`config.mk`:
```
export PLATFORM = sky130hd
export DESIGN_NAME = prio_slot_arbiter
export DESIGN_NICKNAME = d
export VERILOG_FILES = /design/src/rtl/prio_arb_pkg.sv /design/src/rtl/prio_code_decode.sv /design/src/rtl/prio_regs.sv /design/src/rtl/prio_slot_seq.sv /design/src/rtl/prio_slot_arbiter.sv
export SDC_FILE = /design/constraint.sdc
export NUM_CORES = 1
export LEC_CHECK = 0
export BUFFER_PORTS_ARGS = -buffer_cell sky130_fd_sc_hd__clkbuf_2
export CAP_MARGIN = 0
export CORE_UTILIZATION = 40
export DETAILED_ROUTE_END_ITERATION = 16
export SETUP_SLACK_MARGIN = 0.05
export SYNTH_ARGS = -nofsm -noshare
export SYNTH_HDL_FRONTEND = slang
export SYNTH_HIERARCHICAL = 1
export SYNTH_SLANG_ARGS = --single-unit
```
`constraint.sdc`:
```
create_clock -name clk_i -period 12.8 [get_ports clk_i]
set_input_delay 3.84 -clock clk_i [delete_from_list [all_inputs] [get_ports clk_i]]
set_output_delay 3.84 -clock clk_i [all_outputs]
set_load 0.03 [all_outputs]
```
`src/rtl/prio_arb_pkg.sv`:
```
package prio_arb_pkg;
  localparam int PRIO_W   = 3;
  localparam int CODE_W   = 5;
  localparam int NUM_THR  = 2;
  localparam int PRIO_MAX = (1 << PRIO_W) - 1;

  typedef logic [PRIO_W-1:0] prio_t;

  typedef enum logic [1:0] {
    PRIV_USER  = 2'd0,
    PRIV_SUPER = 2'd1,
    PRIV_HYPER = 2'd2,
    PRIV_RSVD  = 2'd3
  } priv_e;

  typedef enum logic [2:0] {
    MODE_IDLE,
    MODE_ONLY_A,
    MODE_ONLY_B,
    MODE_RATIO,
    MODE_LOWPWR
  } mode_e;

  // 7 wins over 0; both-0 idles; both-1 sleeps
  function automatic mode_e pick_mode(prio_t a, prio_t b);
    mode_e m;
    if (a == prio_t'(PRIO_MAX) && b != prio_t'(PRIO_MAX))      m = MODE_ONLY_A;
    else if (b == prio_t'(PRIO_MAX) && a != prio_t'(PRIO_MAX)) m = MODE_ONLY_B;
    else if (a == '0 && b == '0)                               m = MODE_IDLE;
    else if (a == '0)                                          m = MODE_ONLY_B;
    else if (b == '0)                                          m = MODE_ONLY_A;
    else if (a == prio_t'(1) && b == prio_t'(1))               m = MODE_LOWPWR;
    else                                                       m = MODE_RATIO;
    return m;
  endfunction
endpackage

```
`src/rtl/prio_code_decode.sv`:
```
module prio_code_decode
  import prio_arb_pkg::*;
(
  input  logic [CODE_W-1:0] code_i,
  input  logic [1:0]        priv_i,
  output logic              ok_o,
  output prio_t             prio_o
);
  logic known;
  logic allowed;

  always_comb begin
    known  = 1'b1;
    prio_o = '0;
    unique case (code_i)
      5'd0:    prio_o = prio_t'(0);
      5'd31:   prio_o = prio_t'(1);
      5'd1:    prio_o = prio_t'(2);
      5'd6:    prio_o = prio_t'(3);
      5'd2:    prio_o = prio_t'(4);
      5'd5:    prio_o = prio_t'(5);
      5'd3:    prio_o = prio_t'(6);
      5'd7:    prio_o = prio_t'(7);
      default: known = 1'b0;
    endcase
  end

  always_comb begin
    unique case (priv_e'(priv_i))
      PRIV_USER:  allowed = (prio_o >= prio_t'(2)) && (prio_o <= prio_t'(4));
      PRIV_SUPER: allowed = (prio_o >= prio_t'(1)) && (prio_o <= prio_t'(6));
      PRIV_HYPER: allowed = 1'b1;
      default:    allowed = 1'b0;
    endcase
  end

  assign ok_o = known && allowed;
endmodule

```
`src/rtl/prio_regs.sv`:
```
module prio_regs
  import prio_arb_pkg::*;
#(
  parameter prio_t RESET_PRIO = prio_t'(4)
) (
  input  logic                            clk_i,
  input  logic                            rst_ni,
  input  logic                            wr_en_i,
  input  logic                            wr_thread_i,
  input  prio_t                           wr_prio_i,
  output logic [NUM_THR-1:0][PRIO_W-1:0]  prio_o
);
  for (genvar t = 0; t < NUM_THR; t++) begin : g_thr
    always_ff @(posedge clk_i or negedge rst_ni) begin
      if (!rst_ni)                                   prio_o[t] <= RESET_PRIO;
      else if (wr_en_i && (wr_thread_i == 1'(t)))    prio_o[t] <= wr_prio_i;
    end
  end
endmodule

```
`src/rtl/prio_slot_seq.sv`:
```
module prio_slot_seq
  import prio_arb_pkg::*;
#(
  parameter int    LP_PERIOD  = 32,
  parameter prio_t RESET_PRIO = prio_t'(4)
) (
  input  logic               clk_i,
  input  logic               rst_ni,
  input  prio_t              prio_a_i,
  input  prio_t              prio_b_i,
  output logic [NUM_THR-1:0] grant_o
);
  localparam int MAX_DIFF  = PRIO_MAX - 2;
  localparam int MAX_ROUND = 1 << (MAX_DIFF + 1);
  localparam int SPAN      = (MAX_ROUND > LP_PERIOD) ? MAX_ROUND : LP_PERIOD;
  localparam int CNT_W     = $clog2(SPAN);

  prio_t             cur_a_q, cur_b_q;
  logic [CNT_W-1:0]  cnt_q, last;
  logic              lp_turn_q;
  logic              hi_b, round_end;
  prio_t             diff;
  mode_e             mode;

  always_comb begin
    mode = pick_mode(cur_a_q, cur_b_q);
    hi_b = cur_b_q > cur_a_q;
    diff = hi_b ? (cur_b_q - cur_a_q) : (cur_a_q - cur_b_q);
    unique case (mode)
      MODE_RATIO:  last = CNT_W'((32'd2 << diff) - 32'd1);
      MODE_LOWPWR: last = CNT_W'(LP_PERIOD - 1);
      default:     last = '0;
    endcase
  end

  assign round_end = (cnt_q == last);

  // priorities are only sampled at a round boundary
  always_ff @(posedge clk_i or negedge rst_ni) begin
    if (!rst_ni) begin
      cur_a_q   <= RESET_PRIO;
      cur_b_q   <= RESET_PRIO;
      cnt_q     <= '0;
      lp_turn_q <= 1'b0;
    end else if (round_end) begin
      cur_a_q <= prio_a_i;
      cur_b_q <= prio_b_i;
      cnt_q   <= '0;
      if (mode == MODE_LOWPWR) lp_turn_q <= ~lp_turn_q;
    end else begin
      cnt_q <= cnt_q + 1'b1;
    end
  end

  always_comb begin
    unique case (mode)
      MODE_ONLY_A: grant_o = 2'b01;
      MODE_ONLY_B: grant_o = 2'b10;
      MODE_LOWPWR: grant_o = (cnt_q == '0) ? (lp_turn_q ? 2'b10 : 2'b01) : 2'b00;
      MODE_RATIO:  grant_o = (round_end ^ hi_b) ? 2'b10 : 2'b01;
      default:     grant_o = 2'b00;
    endcase
  end
endmodule

```
`src/rtl/prio_slot_arbiter.sv`:
```
module prio_slot_arbiter
  import prio_arb_pkg::*;
#(
  parameter int    LP_PERIOD  = 32,
  parameter prio_t RESET_PRIO = prio_t'(4)
) (
  input  logic              clk_i,
  input  logic              rst_ni,
  input  logic              set_valid_i,
  input  logic              set_thread_i,
  input  logic [CODE_W-1:0] set_code_i,
  input  logic [1:0]        set_priv_i,
  output logic [1:0]        grant_o,
  output logic [PRIO_W-1:0] prio_a_o,
  output logic [PRIO_W-1:0] prio_b_o
);
  logic                           dec_ok;
  prio_t                          dec_prio;
  logic [NUM_THR-1:0][PRIO_W-1:0] prio_q;

  prio_code_decode u_dec (
    .code_i (set_code_i),
    .priv_i (set_priv_i),
    .ok_o   (dec_ok),
    .prio_o (dec_prio)
  );

  prio_regs #(.RESET_PRIO(RESET_PRIO)) u_regs (
    .clk_i       (clk_i),
    .rst_ni      (rst_ni),
    .wr_en_i     (set_valid_i && dec_ok),
    .wr_thread_i (set_thread_i),
    .wr_prio_i   (dec_prio),
    .prio_o      (prio_q)
  );

  prio_slot_seq #(.LP_PERIOD(LP_PERIOD), .RESET_PRIO(RESET_PRIO)) u_seq (
    .clk_i    (clk_i),
    .rst_ni   (rst_ni),
    .prio_a_i (prio_q[0]),
    .prio_b_i (prio_q[1]),
    .grant_o  (grant_o)
  );

  assign prio_a_o = prio_q[0];
  assign prio_b_o = prio_q[1];
endmodule

```
# Word-level counts from Yosys, hierarchy flattened

Index checks and enable logic that the tools add are counted.

Bits in registers: 19
Latch bits: 0
Bits in writable memories: 0
Memory bits (read-only): 0
Input port bits: 11
Output and inout bits: 8
Memories kept: 0

$add $sub $neg: 4
Multiply operators: 0
Div/mod/pow operators: 0
Order comparisons: 5
Equality and inequality tests: 20
Shift operators: 1
Multiplexer cells: 16
Bitwise gates (word level): 3
Reductions and logical operators: 17

Operators by type and width:

| operator                                               | count |
|---|---|
| two-way mux 3 bit                                      | 7 |
| case mux 3 bit (7 select lines)                        | 1 |
| == test 5 x 3 -> 1 bit (second input constant)         | 3 |
| case mux 6 bit (2 select lines)                        | 1 |
| == test 5 x 2 -> 1 bit (second input constant)         | 2 |
| logical AND 1 bit                                      | 10 |
| == test 3 x 1 -> 1 bit (second input constant)         | 3 |
| == test 3 bit (second input constant)                  | 3 |
| case mux 2 bit (4 select lines)                        | 1 |
| OR reduction 8 bit                                     | 1 |
| adder 6 x 1 -> 6 bit (second input constant)           | 1 |
| == test 3 x 2 -> 1 bit (second input constant)         | 2 |
| == test 6 bit                                          | 1 |
| less-or-equal comparator 3 bit (second input constant) | 2 |
| zero test 3 bit                                        | 2 |
| zero test 6 bit                                        | 1 |
| two-way mux 2 bit                                      | 3 |
| two-way mux 6 bit                                      | 1 |
| != test 3 bit (second input constant)                  | 2 |
| left shift 2 x 3 -> 6 bit (first input constant)       | 1 |
| subtractor 3 bit                                       | 2 |
| subtractor 6 x 1 -> 6 bit (second input constant)      | 1 |
| == test 5 x 1 -> 1 bit (second input constant)         | 1 |
| == test 5 bit (second input constant)                  | 1 |
| 12 further kinds                                       | 13 |

# Logic depth before layout (Yosys ltp)

Depth after elaboration: 14
Mapped depth: 16

# Modules after synthesis

The synthesis kept the hierarchy.

By module, submodules not included:

| module            | times used | cells each | area an instance (um^2) |
|---|---|---|---|
| prio_slot_seq     | 1          | 145        | 1214.9 |
| prio_regs         | 1          | 14         | 251.5 |
| prio_code_decode  | 1          | 22         | 142.6 |
| prio_slot_arbiter | 1          | 1          | 6.3 |

# Worst setup path after synthesis

No wires, ideal clock.

Path kind: register -> output
Start point: register u_seq.cur_a_q[1]
End point: output port grant_o[1]
Arrival time: 3.747 ns
Required time: 8.960 ns
Path slack: 5.213 ns
Stages on the path, launching flop included: 15
Path buffers: 1
Cells stage by stage: dfrtp_1 inv_1 ha_1 nor2b_1 or3_1 buf_6 a221oi_2 o21ai_0 ha_1 mux2i_1 nor3b_2 or3_1 a2111oi_4 xor2_1 o21ai_1

Word-level cells in the longest chain between the ends: 14
Elaborated cells between the ends (all ways): 29
Classes of those cells: add/sub: 3; order compare: 1; eq/ne: 8; shift: 1; mux: 10; bitwise: 1; reduce/logical: 5

Ends and longest elaborated chain:

| item                                                                               | line                    | RTL |
|---|---|---|
| start, declared                                                                    | prio_slot_seq.sv:18     | `prio_t cur_a_q, cur_b_q;` |
| start signal, assigned                                                             | prio_slot_seq.sv:46     | `cur_a_q <= prio_a_i;` |
| parallel branches: the longest is 13 deep, another holds subtractor 6 x 1 -> 6 bit | --                      |  |
| case mux 2 bit (4 select lines) (*)                                                | prio_slot_seq.sv:56     | `unique case (mode)` |
| end, declared                                                                      | prio_slot_arbiter.sv:13 | `output logic [1:0] grant_o,` |

Every way passes the cells marked *.

# Worst setup path after layout

Start point: register u_seq.cur_a_q[1]
End point: output port grant_o[0]

The elaborated chain is that of the path after synthesis.

==> results.md <==
* Outcome: complete, no violations
* Tot GR Track Use at 0.182
* Met1 Use GR at 0.253
* Met3 usage in global routing at 0.0156
* CP Max Fanout at 19
* Slew @ Worst Pin at 988 ps
* Final period util at 0.673
* Port buffer count at 18
* Max_slew headroom at 0.342
* Max Root-Sink Buffers at 2
* FF+latch count, synth at 19
* Top FF cell, synth: dfrtp_1
* Ys Warns at 6
* Syn_area_per_cell at 8.88 um2
* Launching point of the worst reg2reg path: u_seq/cur_a_q[1]
* Post-synthesis mux area share at 0.0806
* Initial core utilization at 0.428
* CP Capture Type: output port
* Critical Path Start Type: flop
* CTS root buf: clkbuf_8
* WP depth at 15
* Routed wire per std cell at 14.2 um
* Worst Skew at 1.37 ps
* WL final at 3480 um
* Cell Area, Synth at 0.00162 mm2
* # DRC at 0
* Synth area leader: dfrtp_1
* Nets@finish at 219
* Number of iterations in the first detailed-routing pass at 4
* R2R setup slack at 8480 ps
* Adder-cell share of the synthesized area at 0.0790
* F_max at 116 MHz
* CTS-repair resized insts at 0
* R2R depth at 13
* Final-report setup violation count at 0
* Async SR Flop Fraction at 1.00
* Max-Cap Viols at 0
* Post-route ant nets at 0
* Num rows at 22
* M2 GR Usage at 0.296
* Die W at 65.5 um
* Mapped Nets at 202
* CTS tree: built
* Fillers at 368
* Diodes inserted at 0
* Congestion Overflow GR at 0
* Register area share after synthesis at 0.297
* Largest net degree at the start of global routing at 20
* Netlist cell types at 56
* Clock H-tree levels at 1
* Synth Area in Simple Gates at 0.226
* Unrepaired setup endpoints after global routing: false
* Worst Setup EP: grant_o[0]
* CP top delay family: compound AO/OA/AOI/OAI gates
* Reg2reg end: u_seq/cur_b_q[2]
* Post-CTS Setup Inserts at 0
* Tmin final at 8610 ps
* Cts bufs inserted at 3
* Vias in the first global route at 1370
* Vias per cell at 5.70
* Gr busiest metal: met2
* CTS Hold Bufs at 0
* Largest family of logic cells by synthesized area: simple AND/OR/NAND/NOR gates
* Hold Violations, Final at 0
* Global-route wire length before repair at 6130 um
* Area delta synth->final at 9.68%
* Setup TNS at 0 ps
* GPL Wtd Cong at 0.848
* Drt initial violations at 73
* DP Wirelength at 2740 um
* Gate Count Post-Synth at 182
* Type of the worst setup path: reg -> out
* Worst skew pair latency at 250 ps
* DIE AREA at 0.00430 mm2
* Worst-path clk slew at 70 ps
* Main area contributors after synthesis: dfrtp_1, dfstp_2, ha_1
* Detailed-route via count at 1403
* Bufs and invs on worst path at 2
* Clk sinks at 19
* CP peak stage delay at 880 ps
* Crit path from: u_seq/cur_a_q[1]
* Slowest stage cell on the critical path: a2111oi_4
* Share of layout cells above drive strength 1 at 0.217
* CP Data Required Time at 8960 ps
* Synth top area share at 0.232
* Arrival @ worst endpoint at 4770 ps
* Hold Crit Class: reg -> reg
* Compound-cell area share of the yosys netlist at 0.224
* Max Transition Viols Final at 0
* Antenna violations before repair at 0
* Core Box Area at 0.00377 mm2
* Number of synthesized flops with an enable pin at 0
* Worst path cell trace: inv_1 -> ha_1 -> nor2b_1 -> or3_1 -> o211a_1 -> o21ai_1 -> ha_1 -> nor2_1 -> mux2i_1 -> nor3b_2 -> or3_1 -> a2111oi_4 -> xor2_1 -> a211o_1 -> clkbuf_2
* Post-synthesis xor/xnor area fraction at 0.0380
* IO Pins at 19
* Die H at 65.5 um
[cells in the mapped netlist (4+ instances only)]
cell / n
o21ai_0: 11
nor2_1: 12
dfstp_2: 4
nand3_1: 9
mux2_2: 4
inv_1: 13
dfrtp_1: 15
nand2_1: 18
xnor2_1: 4
mux2i_1: 4
nor3_1: 5
ha_1: 7
a21oi_1: 7
[layout by cell type, fill, tap and decap left out, types with 2 or more instances in the layout]
cell	netlist	routed
clkbuf_2	0	18
xnor2_1	4	4
o21ai_0	11	11
nor3_1	5	5
a21oi_1	7	7
and3_1	3	3
nor2b_1	3	3
fa_1	2	2
inv_1	13	13
nand2_1	18	18
or3_1	2	2
mux2_4	3	3
dfrtp_1	15	15
o21ai_1	3	3
nand3_1	9	9
and2_1	3	3
nand4_1	2	2
nor2_1	12	12
mux2_2	4	4
dfstp_2	4	4
ha_1	7	7
a31oi_1	2	2
a211oi_1	2	2
a21boi_0	3	3
clkbuf_8	0	3
or2_2	2	2
nor3b_1	2	2
xor2_1	3	3
nand2b_1	2	2
mux2i_1	4	4
a211o_1	2	2
[stage by stage]
stage	util	hold WS, ps	setup slack (ps)	cells	cell area (um2)
detailed placement	0.458	499	4460	242	1730
finish	0.470	512	4190	246	1770
global placement	0.458	486	4620	242	1730
CTS	0.470	521	4180	246	1770
global route	0.470	532	3710	246	1770
floorplan	-	467	5210	182	1620
[worst min path at each step]
stage,startpoint,to,slack (ps),depth (start not counted)
global placement,u_seq/lp_turn_q,u_seq/lp_turn_q,490,1
finish,u_seq/lp_turn_q,u_seq/lp_turn_q,510,1
global route,u_seq/lp_turn_q,u_seq/lp_turn_q,530,1
CTS,u_regs/prio_o[0],u_seq/cur_a_q[0],520,2
detailed placement,u_regs/prio_o[0],u_seq/cur_a_q[0],500,2
floorplan,u_seq/lp_turn_q,u_seq/lp_turn_q,470,1
[flip-flops by register name (all words and copies together), names as in the netlist]
register	cells
u_regs/prio_o	6
u_seq/cur_a_q	3
u_seq/lp_turn_q	1
u_seq/cnt_q	6
u_seq/cur_b_q	3
[layout make-up]
| cell class | instances | area (um2) | share of cell area |
|---|---|---|---|
| clock inverter | 1 | 5.00 | 0.00282 |
| clock buffer | 3 | 41.3 | 0.0233 |
| timing repair buffer | 18 | 90.1 | 0.0508 |
| multi-input combinational | 144 | 1050 | 0.590 |
| tap | 48 | 60.1 | 0.0339 |
| inverter | 13 | 48.8 | 0.0275 |
| sequential | 19 | 480 | 0.271 |
[routing by layer]
layer	share of wire	up-vias	routed length, um
met5	0	-	0
met4	0.015	0	51
met2	0.48	40	1670
met3	0.038	6	131
li1	-	690	-
met1	0.47	667	1630
[kinds of logic (layout without fill, tap and decap cells)]
| family | after synthesis | after routing |
|---|---|---|
| AO/OA/AOI/OAI | 47 | 47 |
| buffers and inverters | 19 | 35 |
| XOR/XNOR | 7 | 7 |
| flip-flops | 19 | 19 |
| multiplexers | 11 | 11 |
| adder cells (fa/ha/maj) | 9 | 9 |
| AND/OR/NAND/NOR | 70 | 70 |
Power is left out: the tool's default activity adds up to more than one toggle a clock period on the data nets, which glitch-free logic cannot reach.
